--- src/rtl/csync_pkg.sv ---
package csync_pkg;
   localparam int WORD_W   = 24;
   localparam int ADDR_W   = 15;
   localparam int N_WRITES = 9;
   localparam int IDX_W    = $clog2(N_WRITES);

   typedef enum logic [1:0] {
      REG_SYNC = 2'd0,
      REG_SREF = 2'd1,
      REG_SDIS = 2'd2
   } reg_sel_e;

   localparam logic [ADDR_W-1:0] ADDR_SYNC = 15'h0140;
   localparam logic [ADDR_W-1:0] ADDR_SREF = 15'h0141;
   localparam logic [ADDR_W-1:0] ADDR_SDIS = 15'h0142;

   // sync control fields
   localparam logic [7:0] SY_MODE_MASK = 8'h03;
   localparam logic [7:0] SY_MODE_PIN  = 8'h01;
   localparam logic [7:0] SY_POL       = 8'h04;
   localparam logic [7:0] SY_EN        = 8'h08;
   localparam logic [7:0] SY_DCLR      = 8'h10;
   // SYSREF control fields
   localparam logic [7:0] SR_MUX_MASK  = 8'h03;
   localparam logic [7:0] SR_PD        = 8'h04;
endpackage

--- src/rtl/csync_spi_shift.sv ---
module csync_spi_shift
   import csync_pkg::*;
#(
   parameter int DIV_W = 4
) (
   input  logic                clk,
   input  logic                rst_n,
   input  logic                go,
   input  logic [WORD_W-1:0]   word,
   input  logic [DIV_W-1:0]    half_div,
   output logic                sclk,
   output logic                csn,
   output logic                mosi,
   output logic                fin
);
   localparam int BIT_W = $clog2(WORD_W);
   localparam logic [BIT_W-1:0] LAST_BIT = BIT_W'(WORD_W - 1);

   logic [DIV_W-1:0]  hp;
   logic [DIV_W-1:0]  tcnt;
   logic [BIT_W-1:0]  bits;
   logic [WORD_W-1:0] sh;
   logic              act;

   assign hp   = (half_div == '0) ? DIV_W'(1) : half_div;
   assign mosi = act & sh[WORD_W-1];

   always_ff @(posedge clk or negedge rst_n) begin
      if (!rst_n) begin
         sclk <= 1'b0;
         csn  <= 1'b1;
         act  <= 1'b0;
         fin  <= 1'b0;
         tcnt <= '0;
         bits <= '0;
         sh   <= '0;
      end else begin
         fin <= 1'b0;
         if (go && !act) begin
            act  <= 1'b1;
            csn  <= 1'b0;
            sclk <= 1'b0;
            sh   <= word;
            tcnt <= '0;
            bits <= '0;
         end else if (act) begin
            if (tcnt == hp - DIV_W'(1)) begin
               tcnt <= '0;
               if (!sclk) begin
                  sclk <= 1'b1;
               end else begin
                  sclk <= 1'b0;
                  if (bits == LAST_BIT) begin
                     act <= 1'b0;
                     csn <= 1'b1;
                     fin <= 1'b1;
                  end else begin
                     bits <= bits + BIT_W'(1);
                     sh   <= {sh[WORD_W-2:0], 1'b0};
                  end
               end
            end else begin
               tcnt <= tcnt + DIV_W'(1);
            end
         end
      end
   end
endmodule

--- src/rtl/csync_step_ctrl.sv ---
module csync_step_ctrl
   import csync_pkg::*;
#(
   parameter int GCW = 9
) (
   input  logic             clk,
   input  logic             rst_n,
   input  logic             start,
   input  logic [GCW-1:0]   gap_cyc,
   input  logic             spi_fin,
   output logic             accept,
   output logic             issue,
   output logic [IDX_W-1:0] idx,
   output logic             busy,
   output logic             done
);
   typedef enum logic [1:0] {S_IDLE, S_SEND, S_WAIT, S_GAP} st_e;

   localparam logic [IDX_W-1:0] LAST_IDX = IDX_W'(N_WRITES - 1);

   st_e            st;
   logic [GCW-1:0] gcnt;

   assign accept = start && (st == S_IDLE);
   assign issue  = (st == S_SEND);
   assign busy   = (st != S_IDLE);

   always_ff @(posedge clk or negedge rst_n) begin
      if (!rst_n) begin
         st   <= S_IDLE;
         idx  <= '0;
         gcnt <= '0;
         done <= 1'b0;
      end else begin
         done <= 1'b0;
         case (st)
            S_IDLE: if (start) begin
               idx <= '0;
               st  <= S_SEND;
            end
            S_SEND: st <= S_WAIT;
            S_WAIT: if (spi_fin) begin
               if (idx == LAST_IDX) begin
                  done <= 1'b1;
                  st   <= S_IDLE;
               end else begin
                  idx  <= idx + IDX_W'(1);
                  gcnt <= gap_cyc;
                  st   <= S_GAP;
               end
            end
            default: begin
               if (gcnt <= GCW'(1)) st <= S_SEND;
               else gcnt <= gcnt - GCW'(1);
            end
         endcase
      end
   end
endmodule

--- src/rtl/csync_seq.sv ---
module csync_seq
   import csync_pkg::*;
#(
   parameter int         NUM_OUT  = 8,
   parameter int         DIV_W    = 4,
   parameter int         GAP_W    = 4,
   parameter logic [7:0] SYNC_RST = 8'h80,
   parameter logic [7:0] SREF_RST = 8'h44,
   parameter logic [7:0] SDIS_RST = 8'hFF
) (
   input  logic               clk,
   input  logic               rst_n,
   input  logic               start,
   input  logic [NUM_OUT-1:0] out_mask,
   input  logic [1:0]         sref_mode,
   input  logic [DIV_W-1:0]   sclk_div,
   input  logic [GAP_W-1:0]   gap_len,
   output logic               spi_sclk,
   output logic               spi_csn,
   output logic               spi_mosi,
   output logic               busy,
   output logic               done
);
   localparam int GCW = GAP_W + DIV_W + 1;

   if (NUM_OUT < 1 || NUM_OUT > 8) begin : g_bad_nout
      $error("csync_seq: NUM_OUT must be 1..8");
   end
   if (DIV_W < 1 || GAP_W < 1) begin : g_bad_width
      $error("csync_seq: DIV_W and GAP_W must be at least 1");
   end

   logic               accept, issue, spi_fin;
   logic [IDX_W-1:0]   idx;
   logic [NUM_OUT-1:0] mask_q;
   logic [1:0]         mode_q;
   logic [DIV_W-1:0]   div_q;
   logic [GAP_W-1:0]   gap_q;
   logic [7:0]         mask8;
   logic [7:0]         sh_sync, sh_sref, sh_sdis;
   reg_sel_e           sel;
   logic [7:0]         wdata;
   logic [ADDR_W-1:0]  waddr;
   logic [GCW-1:0]     gap_cyc;
   logic [DIV_W-1:0]   h1;
   logic [GAP_W-1:0]   g1;

   if (NUM_OUT < 8) begin : g_pad
      assign mask8 = {{(8-NUM_OUT){1'b0}}, mask_q};
   end else begin : g_full
      assign mask8 = mask_q[7:0];
   end

   assign h1      = (div_q == '0) ? DIV_W'(1) : div_q;
   assign g1      = (gap_q == '0) ? GAP_W'(1) : gap_q;
   assign gap_cyc = (GCW'(g1) * GCW'(h1)) << 1;

   always_ff @(posedge clk or negedge rst_n) begin
      if (!rst_n) begin
         mask_q <= '0;
         mode_q <= '0;
         div_q  <= '0;
         gap_q  <= '0;
      end else if (accept) begin
         mask_q <= out_mask;
         mode_q <= sref_mode;
         div_q  <= sclk_div;
         gap_q  <= gap_len;
      end
   end

   // step table: which register and which new byte for each write
   always_comb begin
      sel   = REG_SYNC;
      wdata = sh_sync;
      case (idx)
         4'd0: wdata = (sh_sync & ~(SY_MODE_MASK | SY_POL | SY_EN)) | SY_MODE_PIN | SY_EN;
         4'd1: begin sel = REG_SREF; wdata = sh_sref & ~(SR_MUX_MASK | SR_PD); end
         4'd2: wdata = sh_sync | SY_DCLR;
         4'd3: begin sel = REG_SDIS; wdata = sh_sdis & ~mask8; end
         4'd4: wdata = sh_sync | SY_POL;
         4'd5: wdata = sh_sync & ~SY_POL;
         4'd6: begin sel = REG_SDIS; wdata = sh_sdis | mask8; end
         4'd7: wdata = sh_sync & ~SY_DCLR;
         default: begin sel = REG_SREF; wdata = (sh_sref & ~SR_MUX_MASK) | {6'd0, mode_q}; end
      endcase
      case (sel)
         REG_SREF: waddr = ADDR_SREF;
         REG_SDIS: waddr = ADDR_SDIS;
         default:  waddr = ADDR_SYNC;
      endcase
   end

   always_ff @(posedge clk or negedge rst_n) begin
      if (!rst_n) begin
         sh_sync <= SYNC_RST;
         sh_sref <= SREF_RST;
         sh_sdis <= SDIS_RST;
      end else if (issue) begin
         case (sel)
            REG_SREF: sh_sref <= wdata;
            REG_SDIS: sh_sdis <= wdata;
            default:  sh_sync <= wdata;
         endcase
      end
   end

   csync_step_ctrl #(.GCW(GCW)) u_ctrl (
      .clk(clk), .rst_n(rst_n), .start(start), .gap_cyc(gap_cyc),
      .spi_fin(spi_fin), .accept(accept), .issue(issue), .idx(idx),
      .busy(busy), .done(done)
   );

   csync_spi_shift #(.DIV_W(DIV_W)) u_spi (
      .clk(clk), .rst_n(rst_n), .go(issue), .word({1'b0, waddr, wdata}),
      .half_div(div_q), .sclk(spi_sclk), .csn(spi_csn), .mosi(spi_mosi),
      .fin(spi_fin)
   );
endmodule

--- config.mk ---
export PLATFORM = sky130hd
export DESIGN_NAME = csync_seq
export DESIGN_NICKNAME = d
export VERILOG_FILES = /design/src/rtl/csync_pkg.sv /design/src/rtl/csync_spi_shift.sv /design/src/rtl/csync_step_ctrl.sv /design/src/rtl/csync_seq.sv
export SDC_FILE = /design/constraint.sdc
export NUM_CORES = 1
export LEC_CHECK = 0
export ABC_AREA = 0
export BUFFER_PORTS_ARGS = -buffer_cell sky130_fd_sc_hd__buf_2
export CAP_MARGIN = 20
export CORE_ASPECT_RATIO = 2
export CORE_UTILIZATION = 30
export DETAILED_ROUTE_END_ITERATION = 7
export GPL_TIMING_DRIVEN = 1
export PLACE_DENSITY = 0.54
export SLEW_MARGIN = 20
export SYNTH_ARGS = -nofsm -noshare
export SYNTH_HDL_FRONTEND = slang
export SYNTH_SLANG_ARGS = --single-unit
--- constraint.sdc ---
create_clock -name clk -period 3.1 [get_ports clk]
set_clock_uncertainty 0.05 [all_clocks]
set_input_delay 0.155 -clock clk [delete_from_list [all_inputs] [get_ports clk]]
set_output_delay 0.155 -clock clk [all_outputs]
set_load 0.01 [all_outputs]
==> metrics.yaml <==
p_leak_uw: 0.002537
overflow: 0
htreeDepth: 3
final_util: 0.3616
vias: 3858
fin_crit_sh: 0.9703
synth_enable_flop_cells: 0
yosysSeqAreaShare: 0.4622
io_buffers: 25
synth.cell_area_um2: 5067
synth_top_cell_by_area: "dfrtp_1"
ys.flop_type: "dfrtp_1"
power-per-cell-area_nw_per_um2: 971.9
crit_fanout: 2
synth_top_family_by_area: "compound AO/OA/AOI/OAI gates"
final_common_cell: "dfrtp_1"
maxSlewViolCount: 0
nNetsFinal: 592
critPathCaptureType: "register"
syn2layout_area_growth_pct: 16.69
synth_area_per_cell_um2: 10.03
cts_tree: "built"
postCtsSetupBuffers: 0
post-dp-hpwl_mm: 8.585
netlist_instances: 505
synthMuxAreaShare: 0.07728
dp.cells: 723
final_antenna_net_count: 0
vdd_drop_max_mv: 0.3066
ys_async_sr_fraction: 1.000
routed_wl_mm: 11.70
ys_ff_latch: 93
yosys-top-cells-area: "dfrtp_1, mux2_2, dfstp_2, ha_1, a21oi_1"
critPathRequiredTime_ns: 3.28
worstSetupPathType: "register to register"
clock_path_buffers: 2
vias_per_cell: 5.130
grt_usage: 0.1470
rows: 66
cp.arrival_ns: 3.19
yosys_warnings: 0
synth_fa_ha_area_frac: 0.07506
grt_pass1_vias: 4065
root_buffer: "clkbuf_16"
io_pins: 26
gp_congestion: 0.7806
clock-sinks: 93
synth_top_area_frac: 0.4000
max-cap-violations: 0
fmax_mhz: 332.5
grt_pass1_wl_mm: 19.66
hold_violations: 0
status: "finished clean"
die_h_um: 185.8
insertion_delay_ns: 0.35
drc: 0
antenna_cells: 0
hold_path_class: "input port to register"
synth.net_count: 554
drt_first_pass_iters: 4
synth_cell_types: 64
finalSetupViolations: 0
slew_headroom: 0.4194
drive_gt1_frac: 0.2190
rsz0062_at_grt: "yes"
yosys.area_share.xor_xnor: 0.01531
synth-simple-area-share: 0.1617
cts_buffers: 9
start_util: 0.3099
grt_max_degree: 62
period_needed_ns: 3.008
stdcell_count: 752
start_kind: "register"
dieArea_um2: 17450
first_iter_violations: 227
core-area_um2: 16350
die_w_um: 93.90
clk_pin_slew_ns: 0.07
synth-compound-area-share: 0.1704
routedWlPerCell_um: 15.56
mostFrequentLayoutCells: "dfrtp_1, nand2_1, nor2_1, mux2_2, a21oi_1"
tightest_slew_ns: 0.8688
antenna_found_initial: 0
-- cell families after synthesis --
kind of cell	count (synthesis)
compound gates	131
xor+xnor	8
fa+ha+maj	28
buf+inv	48
flops	93
mux	35
simple gates	162
-- stage by stage --
step | hold WS [ns] | total power, µW | area, µm² | setup TNS, ns | setup WS (ns)
global route | 0.004653 | 6242 | 5913 | -0.08343 | -0.05662
floorplan | -0.1906 | 3914 | 5072 | 0 | 0.009136
detailed placement | 0.2596 | 4662 | 5482 | -0.1601 | -0.1127
global placement | 0.2457 | 4590 | 5482 | -0.03972 | -0.03972
finish | 0.01140 | 5747 | 5913 | 0 | 0.09216
CTS | 0.002317 | 5791 | 5909 | 0 | 0.002741
-- state kept, by name, summed over array words and instances (netlist names), 2 cells and up --
name / cells
mode_q: 2
sh_sync: 8
sh_sref: 6
u_spi.tcnt: 4
gap_q: 4
u_ctrl.gcnt: 9
div_q: 4
u_ctrl.idx: 4
mask8: 8
sh_sdis: 8
u_ctrl.st: 2
u_spi.sh: 24
u_spi.bits: 5
-- critical path, stage by stage (launching register included) --
cell and delay, ns:
dfrtp_1 0.39, nor3_2 0.23, o21ai_2 0.10, fa_1 0.50
inv_2 0.04, fa_1 0.53, fa_2 0.39, a21o_1 0.17
a21oi_2 0.13, or3_1 0.12, a21oi_1 0.05, a21oi_1 0.12
o21ai_1 0.07
-- area by class of cell --
class	count	area [µm²]
fillers	1656	10440
multi-input cells	364	2551
flip-flops and latches	93	2342
repair buffers	56	405.4
well taps	204	255.2
clock buffers	11	252.7
inverters	19	71.32
clock inverters	5	35.03
-- cells in the mapped netlist (all sizes together) (7+ instances only) --
master,n
inv,19
buf,10
nand3,27
a221o,7
mux2,33
o21ai,43
nor3,13
nand2,38
and2,16
a21oi,32
clkbuf,19
ha,24
nor2,35
dfrtp,81
dfstp,12
-- path summary, 6_finish.rpt --
path,startpoint,to,slack [ns],cells after the start
hold reg to reg,sh_sref[6]$_DFFE_PN1P_,sh_sref[6]$_DFFE_PN1P_,0.32,0
setup / recovery,gap_q[1]$_DFFE_PN0P_,u_ctrl.gcnt[7]$_DFFE_PN0P_,0.09,12
hold / removal,gap_len[1],gap_q[1]$_DFFE_PN0P_,0.01,2
min in group asynchronous,rst_n,mask8[2]$_DFFE_PN0P_,0.40,2
max in group asynchronous,rst_n,sh_sdis[0]$_DFFE_PN1P_,1.86,3
setup reg to reg,gap_q[1]$_DFFE_PN0P_,u_ctrl.gcnt[7]$_DFFE_PN0P_,0.09,12
-- routing by layer --
| layer | GRT usage | routed length [µm] |
|---|---|---|
| met2 | 0.2794 | 6513 |
| met4 | 0.08246 | 392 |
| met3 | 0.02124 | 211 |
| met1 | 0.1488 | 4586 |
| met5 | 0 | 0 |
-- timing repair --
action | CTS | global route
hold buffers | 13 | 0
pin swaps | 3 | 10
setup endpoints to repair | 3 | 3
gates resized for setup | 3 | 4
hold endpoints to repair | 64 | 0
-- power breakdown --
part | switching, µW | internal, µW | total [µW]
logic | 1460 | 1230 | 2700
registers | 331 | 1650 | 1980
clock network | 481 | 588 | 1070
Note: power is estimated with default switching activity, not from simulation.
